`config.mk`:
```
export PLATFORM = sky130hd
export DESIGN_NAME = rs485_uart_tx
export DESIGN_NICKNAME = d
export VERILOG_FILES = /design/src/rtl/rs485_tx_pkg.sv /design/src/rtl/rs485_cfg_lock.sv /design/src/rtl/rs485_tick_gen.sv /design/src/rtl/rs485_tx_fsm.sv /design/src/rtl/rs485_uart_tx.sv
export SDC_FILE = /design/constraint.sdc
export NUM_CORES = 1
export LEC_CHECK = 0
export ABC_AREA = 1
export BUFFER_PORTS_ARGS = -buffer_cell sky130_fd_sc_hd__buf_2
export CAP_MARGIN = 20
export CORE_MARGIN = 3
export CORE_UTILIZATION = 50
export DETAILED_ROUTE_END_ITERATION = 12
export PLACE_DENSITY_LB_ADDON = 0.3
export SYNTH_ARGS = -nofsm -noshare
export SYNTH_HDL_FRONTEND = slang
export SYNTH_SLANG_ARGS = --single-unit
```
`constraint.sdc`:
```
create_clock -name clk -period 2.3 [get_ports clk]
set_input_delay 0.46 -clock clk [delete_from_list [all_inputs] [get_ports clk]]
set_output_delay 0.46 -clock clk [all_outputs]
set_load 0.02 [all_outputs]
```
`src/rtl/rs485_tx_pkg.sv`:
```
// Shared types for the RS-485 driver-enable UART transmitter.
package rs485_tx_pkg;
    // Transmit sequencer phases: idle, lead guard, frame shifting, trail guard.
    typedef enum logic [1:0] {
        ST_IDLE  = 2'd0,
        ST_LEAD  = 2'd1,
        ST_SEND  = 2'd2,
        ST_TRAIL = 2'd3
    } tx_state_e;
endpackage

```
`src/rtl/rs485_cfg_lock.sv`:
```
// Configuration shadow registers.
// Captures divisor, oversampling mode and both guard times on every cycle in
// which the unit is disabled. While the unit is enabled, it holds the captured
// values. Assumes that the inputs are set up before unit_en rises.
module rs485_cfg_lock #(
    parameter int DIV_W   = 16,
    parameter int GUARD_W = 5
) (
    input  logic               clk,
    input  logic               rst_n,
    input  logic               unit_en,
    input  logic [DIV_W-1:0]   div_in,
    input  logic               ovs_in,
    input  logic [GUARD_W-1:0] lead_in,
    input  logic [GUARD_W-1:0] trail_in,
    output logic [DIV_W-1:0]   div_q,
    output logic               ovs_q,
    output logic [GUARD_W-1:0] lead_q,
    output logic [GUARD_W-1:0] trail_q
);
    // Load the shadow copy only while disabled; clear it on reset.
    always_ff @(posedge clk) begin
        if (!rst_n) begin
            div_q   <= '0;
            ovs_q   <= 1'b0;
            lead_q  <= '0;
            trail_q <= '0;
        end else if (!unit_en) begin
            div_q   <= div_in;
            ovs_q   <= ovs_in;
            lead_q  <= lead_in;
            trail_q <= trail_in;
        end
    end
endmodule

```
`src/rtl/rs485_tick_gen.sv`:
```
// Sample-tick divider.
// Raises tick for one cycle every max(div,1) clock cycles while enabled.
// A restart pulse puts the phase back to zero, so the first tick comes
// exactly div cycles later. Assumes that div is stable while enabled.
module rs485_tick_gen #(
    parameter int DIV_W = 16
) (
    input  logic             clk,
    input  logic             rst_n,
    input  logic             en,
    input  logic             restart,
    input  logic [DIV_W-1:0] div,
    output logic             tick
);
    logic [DIV_W-1:0] cnt;
    logic [DIV_W-1:0] div_m1;

    // Terminal count; a divisor of zero behaves like one.
    always_comb div_m1 = (div == '0) ? '0 : div - 1'b1;

    // Tick fires at the terminal count while enabled.
    always_comb tick = en && (cnt == div_m1);

    // Phase counter: cleared on disable, on restart and on each tick.
    always_ff @(posedge clk) begin
        if (!rst_n)                      cnt <= '0;
        else if (!en || restart || tick) cnt <= '0;
        else                             cnt <= cnt + 1'b1;
    end
endmodule

```
`src/rtl/rs485_tx_fsm.sv`:
```
// Transmit sequencer.
// Accepts a byte when the unit and transmitter are enabled and the sequencer
// is idle or in its trail wait. It holds driver-enable through the lead wait,
// the shifted frame (start, data LSB first, stop) and the trail wait. It
// pulses done when driver-enable drops. All timing advances on tick.
// Assumes that ovs8, lead and trail are stable while unit_en is 1.
module rs485_tx_fsm
    import rs485_tx_pkg::*;
#(
    parameter int DATA_W  = 8,
    parameter int GUARD_W = 5
) (
    input  logic               clk,
    input  logic               rst_n,
    input  logic               unit_en,
    input  logic               tx_en,
    input  logic               tick,
    input  logic               ovs8,
    input  logic [GUARD_W-1:0] lead,
    input  logic [GUARD_W-1:0] trail,
    input  logic               in_valid,
    input  logic [DATA_W-1:0]  in_data,
    output logic               in_ready,
    output logic               restart,
    output logic               txd,
    output logic               drv_en,
    output logic               busy,
    output logic               tx_done
);
    localparam int FRAME_BITS = DATA_W + 2;
    localparam int BIT_CNT_W  = $clog2(FRAME_BITS);
    localparam int SUB_W      = 4;
    localparam logic [BIT_CNT_W-1:0] LAST_BIT = BIT_CNT_W'(FRAME_BITS - 1);
    localparam logic [SUB_W-1:0]     LAST_16  = SUB_W'(15);
    localparam logic [SUB_W-1:0]     LAST_8   = SUB_W'(7);

    tx_state_e               state;
    logic [GUARD_W-1:0]      guard_cnt;
    logic [SUB_W-1:0]        sub_cnt;
    logic [BIT_CNT_W-1:0]    bit_cnt;
    logic [FRAME_BITS-1:0]   shreg;
    logic                    done_q;
    logic                    accept;
    logic                    last_sub;

    // Handshake: ready when enabled and not inside a lead wait or a frame.
    always_comb begin
        in_ready = unit_en && tx_en && (state == ST_IDLE || state == ST_TRAIL);
        accept   = in_valid && in_ready;
        restart  = accept && (state == ST_IDLE);
    end

    // End of the current bit: 16 or 8 ticks by oversampling mode.
    always_comb last_sub = ovs8 ? (sub_cnt == LAST_8) : (sub_cnt == LAST_16);

    // Line and status outputs decoded from the sequencer state.
    always_comb begin
        txd     = (state == ST_SEND) ? shreg[0] : 1'b1;
        drv_en  = (state != ST_IDLE);
        busy    = (state != ST_IDLE);
        tx_done = done_q;
    end

    // Sequencer: guard countdowns, bit timing and frame shifting.
    always_ff @(posedge clk) begin
        if (!rst_n) begin
            state     <= ST_IDLE;
            guard_cnt <= '0;
            sub_cnt   <= '0;
            bit_cnt   <= '0;
            shreg     <= '1;
            done_q    <= 1'b0;
        end else begin
            done_q <= 1'b0;
            if (!unit_en) begin
                state <= ST_IDLE;
            end else begin
                case (state)
                    ST_IDLE: begin
                        if (accept) begin
                            state     <= ST_LEAD;
                            guard_cnt <= lead;
                            shreg     <= {1'b1, in_data, 1'b0};
                        end
                    end
                    ST_LEAD: begin
                        if (tick) begin
                            if (guard_cnt == '0) begin
                                state   <= ST_SEND;
                                sub_cnt <= '0;
                                bit_cnt <= '0;
                            end else begin
                                guard_cnt <= guard_cnt - 1'b1;
                            end
                        end
                    end
                    ST_SEND: begin
                        if (tick) begin
                            if (last_sub) begin
                                sub_cnt <= '0;
                                shreg   <= {1'b1, shreg[FRAME_BITS-1:1]};
                                if (bit_cnt == LAST_BIT) begin
                                    state     <= ST_TRAIL;
                                    guard_cnt <= trail;
                                end else begin
                                    bit_cnt <= bit_cnt + 1'b1;
                                end
                            end else begin
                                sub_cnt <= sub_cnt + 1'b1;
                            end
                        end
                    end
                    ST_TRAIL: begin
                        if (accept) begin
                            state     <= ST_LEAD;
                            guard_cnt <= '0;
                            shreg     <= {1'b1, in_data, 1'b0};
                        end else if (tick) begin
                            if (guard_cnt == '0) begin
                                state  <= ST_IDLE;
                                done_q <= 1'b1;
                            end else begin
                                guard_cnt <= guard_cnt - 1'b1;
                            end
                        end
                    end
                    default: state <= ST_IDLE;
                endcase
            end
        end
    end
endmodule

```
`src/rtl/rs485_uart_tx.sv`:
```
// RS-485 driver-enable UART transmitter, top level.
// Connects the configuration lock, the sample-tick divider and the transmit
// sequencer. Assumes a single clock and a synchronous active-low reset.
module rs485_uart_tx #(
    parameter int DIV_W   = 16,
    parameter int GUARD_W = 5,
    parameter int DATA_W  = 8
) (
    input  logic               clk,
    input  logic               rst_n,
    input  logic               unit_en,
    input  logic               tx_en,
    input  logic               ovs8,
    input  logic [DIV_W-1:0]   baud_div,
    input  logic [GUARD_W-1:0] lead_cfg,
    input  logic [GUARD_W-1:0] trail_cfg,
    input  logic               in_valid,
    input  logic [DATA_W-1:0]  in_data,
    output logic               in_ready,
    output logic               txd,
    output logic               drv_en,
    output logic               busy,
    output logic               tx_done
);
    logic [DIV_W-1:0]   div_q;
    logic               ovs_q;
    logic [GUARD_W-1:0] lead_q;
    logic [GUARD_W-1:0] trail_q;
    logic               tick;
    logic               restart;

    rs485_cfg_lock #(.DIV_W(DIV_W), .GUARD_W(GUARD_W)) u_cfg (
        .clk(clk), .rst_n(rst_n), .unit_en(unit_en),
        .div_in(baud_div), .ovs_in(ovs8), .lead_in(lead_cfg), .trail_in(trail_cfg),
        .div_q(div_q), .ovs_q(ovs_q), .lead_q(lead_q), .trail_q(trail_q)
    );

    rs485_tick_gen #(.DIV_W(DIV_W)) u_tick (
        .clk(clk), .rst_n(rst_n), .en(unit_en), .restart(restart),
        .div(div_q), .tick(tick)
    );

    rs485_tx_fsm #(.DATA_W(DATA_W), .GUARD_W(GUARD_W)) u_fsm (
        .clk(clk), .rst_n(rst_n), .unit_en(unit_en), .tx_en(tx_en),
        .tick(tick), .ovs8(ovs_q), .lead(lead_q), .trail(trail_q),
        .in_valid(in_valid), .in_data(in_data), .in_ready(in_ready),
        .restart(restart), .txd(txd), .drv_en(drv_en), .busy(busy),
        .tx_done(tx_done)
    );
endmodule

```
== After elaboration in Yosys (flattened, before gate mapping) ==
Cells that the tools add are included.

* Bits in registers: 69
* Bits in latches: 0
* RAM bits: 0
* Bits in read-only memories: 0
* Word-level logic and storage cells: 96
* Memories kept: 0

* Add/subtract/negate cells: 5
* Multiply operators: 0
* Divide/modulo/power cells: 0
* Magnitude comparators: 0
* Equal/unequal tests: 17
* Shift operators: 0
* Mux-type cells: 35
* Bitwise operators: 4
* Reductions and logical operators: 24

{| class="wikitable"
|+ Operator list
! operator !! count
|-
| two-way mux 5 bit || 7
|-
| two-way mux 10 bit || 3
|-
| two-way mux 4 bit || 7
|-
| one-hot mux 10 bit (2 select lines) || 1
|-
| one-hot mux 5 bit (4 select lines) || 1
|-
| two-way mux 2 bit || 9
|-
| adder 16 x 1 -> 16 bit (second input constant) || 1
|-
| == test 16 bit || 1
|-
| zero test 16 bit || 1
|-
| two-way mux 16 bit || 1
|-
| one-hot mux 4 bit (2 select lines) || 2
|-
| subtractor 16 x 1 -> 16 bit (second input constant) || 1
|-
| AND reduction 5 bit || 3
|-
| adder 4 x 1 -> 4 bit (second input constant) || 2
|-
| == test 4 bit (second input constant) || 2
|-
| inequality test 2 x 1 -> 1 bit (second input constant) || 4
|-
| inequality test 2 bit (second input constant) || 4
|-
| one-hot mux 2 bit (4 select lines) || 1
|-
| AND reduction 8 bit || 1
|-
| AND reduction 7 bit || 1
|-
| inequality test 3 x 2 -> 1 bit (second input constant) || 2
|-
| nonzero test 2 bit || 3
|-
| logical AND 1 bit || 5
|-
| zero test 5 bit || 1
|-
| other kinds (12) || 21
|}

== Longest topological paths before layout ==
Gate-level depths: netlist of run 1.

* Depth in word-level cells: 8
* Gate-level depth with buffers: 22

== Cells and area by module ==
A second synthesis of run 1 with hierarchy kept.

* Cells, all modules: 680
* Area, all modules: 4446.8 µm²

{| class="wikitable"
|+ By module, submodules not included
! module !! times used !! cells an instance !! area each (µm²) !! seq. area each (µm²)
|-
| rs485_tx_fsm || 1 || 238 || 1641.6 || 500.5
|-
| rs485_tick_gen || 1 || 271 || 1636.6 || 320.3
|-
| rs485_cfg_lock || 1 || 171 || 1168.6 || 540.5
|}

== Worst setup path after synthesis of run 1 ==
OpenSTA, ideal clock, no wires.

* Kind: register -> register
* Start point: register u_cfg.div_q[0]
* End point: register u_fsm.shreg[5]
* Data arrival time: 2.242 ns
* Required time: 2.158 ns
* Setup slack: -0.084 ns
* Stages on the path, launching flop included: 20
* Path through: dfxtp_1 inv_1 ha_1 nand2_2 nor2_4 nand2_4 buf_6 nand3_2 nand2_1 nand2_1 nand2_1 nor2_2 nand2_2 nor2_4 nand2_4 o21ai_4 nand2_4 buf_6 nand2_2 o211ai_2

* Cells in the longest elaborated chain, start to end: 6

{| class="wikitable"
|+ Ends and longest elaborated chain
! what !! line !! RTL
|-
| start: declaration || rs485_cfg_lock.sv:16 || <nowiki>output logic [DIV_W-1:0] div_q,</nowiki>
|-
| start signal: assignment || rs485_cfg_lock.sv:29 || <nowiki>div_q <= div_in;</nowiki>
|-
| subtractor 16 x 1 -> 16 bit / zero test 16 bit (equally long branches) || rs485_tick_gen.sv:19 || <nowiki>always_comb div_m1 = (div == '0) ? '0 : div - 1'b1;</nowiki>
|-
| two-way mux 16 bit (*) || rs485_tick_gen.sv:19 ||
|-
| == test 16 bit (*) || rs485_tick_gen.sv:22 || <nowiki>always_comb tick = en && (cnt == div_m1);</nowiki>
|-
| logical AND 1 bit (*) || rs485_tick_gen.sv:22 ||
|-
| inequality test 2 bit (no line) (*) || n/a ||
|-
| AND reduction 5 bit (no line) (*) || n/a ||
|-
| end signal: assignment || rs485_tx_fsm.sv:83 || <nowiki>shreg <= {1'b1, in_data, 1'b0};</nowiki>
|-
| end signal: assignment || rs485_tx_fsm.sv:101 || <nowiki>shreg <= {1'b1, shreg[FRAME_BITS-1:1]};</nowiki>
|-
| end signal: assignment || rs485_tx_fsm.sv:117 || <nowiki>shreg <= {1'b1, in_data, 1'b0};</nowiki>
|-
| end: declaration || rs485_tx_fsm.sv:41 || <nowiki>logic [FRAME_BITS-1:0] shreg;</nowiki>
|}

Mark *: on every way between the ends. The rest lies on a longest branch, timed or not.
A chain may end at the register's enable or synchronous reset.

== Worst setup path after layout of run 1 ==
* Start point: register u_cfg.div_q[4]
* End point: register u_fsm.bit_cnt[2]

* Cells in the longest elaborated chain, start to end: 6

{| class="wikitable"
|+ Ends and longest elaborated chain
! what !! line !! RTL
|-
| subtractor 16 x 1 -> 16 bit / zero test 16 bit (equally long branches) || rs485_tick_gen.sv:19 ||
|-
| two-way mux 16 bit (*) || rs485_tick_gen.sv:19 ||
|-
| == test 16 bit (*) || rs485_tick_gen.sv:22 ||
|-
| logical AND 1 bit (*) || rs485_tick_gen.sv:22 ||
|-
| inequality test 2 bit (no line) || n/a ||
|-
| AND reduction 7 bit (no line) (*) || n/a ||
|-
| end signal: assignment || rs485_tx_fsm.sv:106 || <nowiki>bit_cnt <= bit_cnt + 1'b1;</nowiki>
|-
| end: declaration || rs485_tx_fsm.sv:40 || <nowiki>logic [BIT_CNT_W-1:0] bit_cnt;</nowiki>
|}

Marked as above.

==> results of run 1 <==
-- what timing repair did --
item / in CTS / in global routing
endpoints found under the setup margin: 40 / 42
gates cloned: 4 / 2
hold buffers: 0 / 0
buffers inserted: 9 / 8
pin swaps: 22 / 24
gates resized for setup: 39 / 53
-- metrics by stage --
stage | area, um2 | setup slack, ns | TNS, ns
after floorplan | 4210 | 0.0429 | 0
after global routing | 5610 | -0.366 | -9.87
after global placement | 4810 | -0.118 | -2.14
after detailed placement | 4810 | -0.238 | -5.70
final | 5610 | -0.207 | -4.53
after CTS | 5280 | -0.114 | -1.56
-- final cells by class --
class                      instances  area (um2)
sequential                        68        1380
multi-input combinational        480        2870
clock inverter                     7        82.6
tap                              102         128
inverter                          61         233
clock buffer                       9         124
timing repair buffer             109         801
fill                             581        2310
-- routing by layer --
metal / wire (um) / GRT usage, % / part of all wire, % / vias to the layer above
li1: - / - / - / 2254
met2: 5670 / 36.3 / 46 / 202
met1: 5320 / 33.1 / 44 / 2119
met3: 1020 / 6.89 / 8.4 / 25
met4: 187 / 5.96 / 1.5 / 0
met5: 0 / 0 / 0 / -
-- worst paths after layout --
kind                        from                to  slack (ns)
hold reg to reg    u_tick.cnt[0]     u_tick.cnt[0]        0.46
setup / recovery  u_cfg.div_q[4]  u_fsm.bit_cnt[2]       -0.21
hold / removal        in_data[7]    u_fsm.shreg[8]        0.32
setup reg to reg  u_cfg.div_q[4]  u_fsm.bit_cnt[2]       -0.21
-- sequential cells by signal, summed over array words and instances, names as in the netlist --
signal / cells
u_cfg.trail_q: 5
u_fsm.guard_cnt: 5
u_cfg.div_q: 16
u_fsm.tx_done: 1
u_tick.cnt: 16
u_fsm.sub_cnt: 4
u_cfg.ovs_q: 1
u_fsm.state: 2
u_cfg.lead_q: 5
u_fsm.bit_cnt: 4
u_fsm.shreg: 9
-- cell usage in the layout (no fill, tap or decap), types with 17 or more instances in the layout --
cell type	Yosys	layout
nand2_1	139	128
nor2_1	86	79
dfxtp_1	68	61
inv_1	58	54
buf_4	2	51
buf_2	1	44
o21ai_0	44	41
a21oi_1	41	37
nand3_1	45	36
nand4_1	17	17
-- power by group --
part	total (mW)	leakage (nW)	internal [mW]	switching, mW
logic	0.874	1.83	0.358	0.516
registers	1.29	0.560	1.24	0.0514
clock network	1.06	0.0988	0.519	0.541
total	3.22	2.49	2.11	1.11
-- kinds of logic (layout without fill, tap and decap cells) --
group / Yosys count / after routing
flip-flops: 68 / 68
buffers and inverters: 81 / 186
adder cells (fa/ha/maj): 10 / 10
AO/OA/AOI/OAI: 99 / 99
AND/OR/NAND/NOR: 356 / 361
XOR/XNOR: 10 / 10
-- critical path: cells and delay by family (launching register included) --
| kind | cells | cell delay (ns) |
|---|---|---|
| AO/OA/AOI/OAI | 2 | 0.34 |
| AND/OR/NAND/NOR | 11 | 1.33 |
| buffers and inverters | 3 | 0.40 |
| flip-flops | 1 | 0.37 |
==> out/results.tsv, run 1 <==
metric	value	unit
fin crit period	2.51	ns
synth warn	0	
Critical Path Fanout Max	8	
Final period util	109	%
Routed Antenna Nets	0	
worst skew pair latency	0.37	ns
clock skew	0.0115	ns
CP Cell Sequence	nor2_4, nand2_2, nor2_4, buf_6, nand2_4, nand3_4, nor2_1, nor2_1, nand3_1, nor2_4, buf_6, nand3_4, a21oi_4, buf_6, nand3_2, a21oi_2	
vias post-DR	4600	
f_max	399	MHz
CTS tree	done	
register area share after synthesis	32.4	%
status	finished, violations left	
Post-layout nets	779	
# IOs	45	
dpl cells	797	
synthesized-area fraction occupied by adder cells	2.98	%
synthesis-stage register bit count	68	
first-pass GRT wire length	19.0	mm
Post-synth EDFFs	0	
post-synthesis simple-gate area fraction	40.6	%
max-cap viol count	0	
Rows	32	
max incr delay on CP	0.37	ns
Die Area	9530	um2
Synth area leaders	dfxtp_1 32%, nand2_1 12%, nor2_1 7.7%	
Startpoint Class	flip-flop	
CP max-delay cell	dfxtp_4	
CORE AREA	7930	um2
Clock transition at path regs	0.09	ns
failing checks	negative setup slack	
FF-to-FF path depth	16	
Final GP Congestion	0.902	
post-DP HPWL	7.77	mm
xor-xnor portion of the synthesized cell area	2.09	%
Die X	97.6	um
initial drt markers	350	
DR DRC count	0	
vias in the first global route	4127	
top cell type by total area after synthesis	dfxtp_1	
worst path arrival time	2.81	ns
Detailed Route WL	12.2	mm
Yosys cell types	37	
Non-Filler Instances	836	
Clock Path Buffers	2	
layout cells sized above 1	33.5	%
compound-gate portion of the synthesized area	13.7	%
top cell type's share of synthesized area	32.4	%
Clk Tree Root Cell	clkbuf_8	
# setup viols final	39	
combinational family with the most area after synthesis	simple AND/OR/NAND/NOR gates	
Fin. Hold Viols	0	
RSZ-0062 raised after global routing	yes	
measured slew at the worst slew-check pin	0.657	ns
initial core utilization	52.9	%
H-tree depth	3	
multiplexer share of the synthesized area	0	%
antenna violations before repair	0	
Post-Syn Area per Cell	6.72	um2
Power Density	574	nW/um2
Synth Net Count	674	
CP Capture Type	flip-flop	
synth cell count leaders	139 x nand2_1, 86 x nor2_1, 68 x dfxtp_1	
per-cell routed wire length	14.6	um
Hold Crit Class	input port to flip-flop	
Hold Path Stages	3	
# diodes	0	
Vert. Die Dim	97.6	um
Area Growth Syn to Fin	33.8	%
Overall Global Routing Usage	23.8	%
iteration count of the initial detailed-routing pass	5	
hold_ws	0.317	ns
largest net degree at the start of global routing	43	
Power, Total	3.22	mW
setup ws final	-0.207	ns
Clock Sinks	68	
count leader, synth	nand2_1	
critical path type	flip-flop to flip-flop	
Mapped Cells	624	
CTS buffer count	9	
Buffers on Ports	44	
grt ovf	0	
cell area after synthesis	4200	um2
total leakage power	2.49	nW
Worst EP required	2.61	ns
fin util	70.8	%
Async S/R FF share, synth	0	%
VDD IR-drop max	421	uV
Max Slew Vio Count	0	
ys flop type	dfxtp_1	
slew margin rel.	56.2	%
via/cell ratio	5.50	
(Power assumes the default switching activity.)
==> run 2, diff against run 1 <==
CORE_UTILIZATION = 40   (was 50)
clock period = 2.4 ns   (was 2.3 ns; I/O delays follow)
==> run 2 against run 1 <==
Net effect: total power is 8.9% lower; first-iteration DRC count is 23% lower; the flow still finishes with violations (negative setup slack); global-route usage is 4.4 points lower; worst setup slack better by 0.16 ns; worst hold slack better by 0.025 ns; largest cell class unchanged; non-clock buffer count is 17 lower; cell count is 1.7% higher; wire length is 6.5% lower; sequential power is 4% lower.
==> out/results.tsv, run 2 (same netlist as run 1, synthesis figures left out) <==
metric	value	unit
Fin. Hold Viols	0	
clock skew	0.00826	ns
DR DRC count	0	
Worst R2R Start	u_cfg.div_q[1]	
worst r2r dst	u_fsm.bit_cnt[1]	
Die Area	11800	um2
part of the power in combinational logic	27.4	%
max-cap viol count	0	
Internal	1.94	mW
Worst EP required	2.64	ns
max incr delay on CP	0.35	ns
worst path arrival time	2.68	ns
Overall Global Routing Usage	19.5	%
Clock transition at path regs	0.08	ns
setup ws final	-0.0473	ns
most frequent cells in the layout	117 x nand2_1, 75 x nor2_1, 58 x dfxtp_1	
per-cell routed wire length	13.4	um
Clock Path Buffers	2	
Switching Fraction	33.9	%
worst skew pair latency	0.36	ns
# diodes	0	
Detailed Route WL	11.4	mm
H-tree depth	3	
f_max	409	MHz
WP buf/inv	3	
Final GP Congestion	0.841	
Clock Sinks	68	
fin crit period	2.45	ns
VDD IR-drop max	306	uV
Startpoint Class	flip-flop	
first-pass GRT wire length	18.4	mm
vias in the first global route	3980	
Buffers on Ports	44	
total leakage power	2.34	nW
initial drt markers	269	
slew margin rel.	60.0	%
Power, Total	2.94	mW
CTS tree	done	
Setup crit end	u_fsm.bit_cnt[1]	
iteration count of the initial detailed-routing pass	5	
CTS buffer count	9	
Top Registers	u_cfg.div_q (16), u_tick.cnt (16), u_fsm.shreg (9)	
via/cell ratio	5.08	
clock power share	30.5	%
met1 WL	5.50	mm
RSZ-0062 raised after global routing	yes	
measured slew at the worst slew-check pin	0.600	ns
critical path type	flip-flop to flip-flop	
Critical Path Fanout Max	8	
commonest non-fill, non-tap cell in the layout	nand2_1	
pre-CTS setup slack	-0.112	ns
Post-layout nets	762	
Seq pwr share	42.1	%
CP Capture Type	flip-flop	
Met3 Wirelength	502	um
# setup viols final	25	
post-route cell area	5510	um2
Routed Antenna Nets	0	
met2 wire length	5.18	mm
layout cells sized above 1	33.9	%
Clk Tree Root Cell	clkbuf_8	
grt ovf	0	
# IOs	45	
Max Slew Vio Count	0	
NetSw	996	uW
failing checks	negative setup slack	
CORE AREA	10000	um2
Top delay family on crit path	simple AND/OR/NAND/NOR gates	
Hold Crit Class	input port to flip-flop	
hold_ws	0.342	ns
Area Growth Syn to Fin	31.4	%
Power Density	533	nW/um2
antenna violations before repair	0	
Die X	108	um
FF-to-FF path depth	18	
post-DP HPWL	7.86	mm
Final period util	102	%
CP max-delay cell	dfxtp_2	
Worst R2R Setup Slack	-0.05	ns
Placed Area	4690	um2
fin util	55.1	%
status	finished, violations left	
highest layer used for signal routing	met4	
Critical Path Stages	18	
CP Cell Sequence	inv_2, ha_4, nand2_4, nor2_4, buf_6, nand2_8, nand2_1, nand2_1, nand3_1, nor2_1, nand3_1, nor2_4, buf_6, nand3_4, a21oi_4, nand2_2, o21ai_2, nor2_1	
Rows	36	
initial core utilization	42.0	%
CTS Hold Bufs	0	
largest net degree at the start of global routing	40	
vias post-DR	4314	
Vert. Die Dim	108	um
Worst Setup SP	u_cfg.div_q[1]	
## run 2: metal layers
metal,GRT usage (%),up-vias
met5,0,-
li1,-,2222
met1,28.3,1970
met2,28.6,106
met4,8.12,0
met3,2.99,16
## run 2: area by class of cell
type	instances	area (um2)
Sequential cell	68	1380
Clock buffer	11	151
Fill cell	942	4490
Clock inverter	5	36.3
Timing Repair Buffer	92	651
Multi-Input combinational cell	480	2890
Inverter	61	235
Tap cell	133	166
## run 2: worst min-delay path by stage
stage	from	slack, ns	depth (start not counted)	to
3_5_place_dp	u_fsm.shreg[2]	0.45	2	u_fsm.shreg[2]
2_1_floorplan	u_fsm.shreg[8]	0.42	2	u_fsm.shreg[8]
3_3_place_gp	u_fsm.shreg[0]	0.44	2	u_fsm.shreg[0]
4_1_cts	in_data[7]	0.33	3	u_fsm.shreg[8]
6_report	in_data[7]	0.34	3	u_fsm.shreg[8]
5_1_grt	trail_cfg[0]	0.36	3	u_cfg.trail_q[0]
## run 2: power groups by stage
stage / Sequential [mW] / Clock (mW) / Combinational, mW
CTS: 1.23 / 0.915 / 0.702
global route: 1.25 / 0.960 / 0.890
floorplan: 1.24 / 0 / 0.453
finish: 1.24 / 0.894 / 0.804
global placement: 1.25 / 0 / 0.618
detailed placement: 1.25 / 0 / 0.630
## run 2: worst min-delay path, cell delays in order
cell and delay, ns:
buf_2 0.07, o21ai_0 0.06, nand2_1 0.06
## run 2: stage by stage
step                      setup TNS (ns)  std cells
after floorplan                        0        624
after global placement            -0.311        809
after detailed placement           -1.68        809
after CTS                       -0.00502        841
after global routing               -5.80        850
final                             -0.405        850
## run 2: repair_timing
item | 4_1_cts | 5_1_grt
cloned | 4 | 1
setup endpoints to repair | 23 | 42
buffers inserted | 12 | 9
pin swaps | 19 | 39
resized for setup | 29 | 86
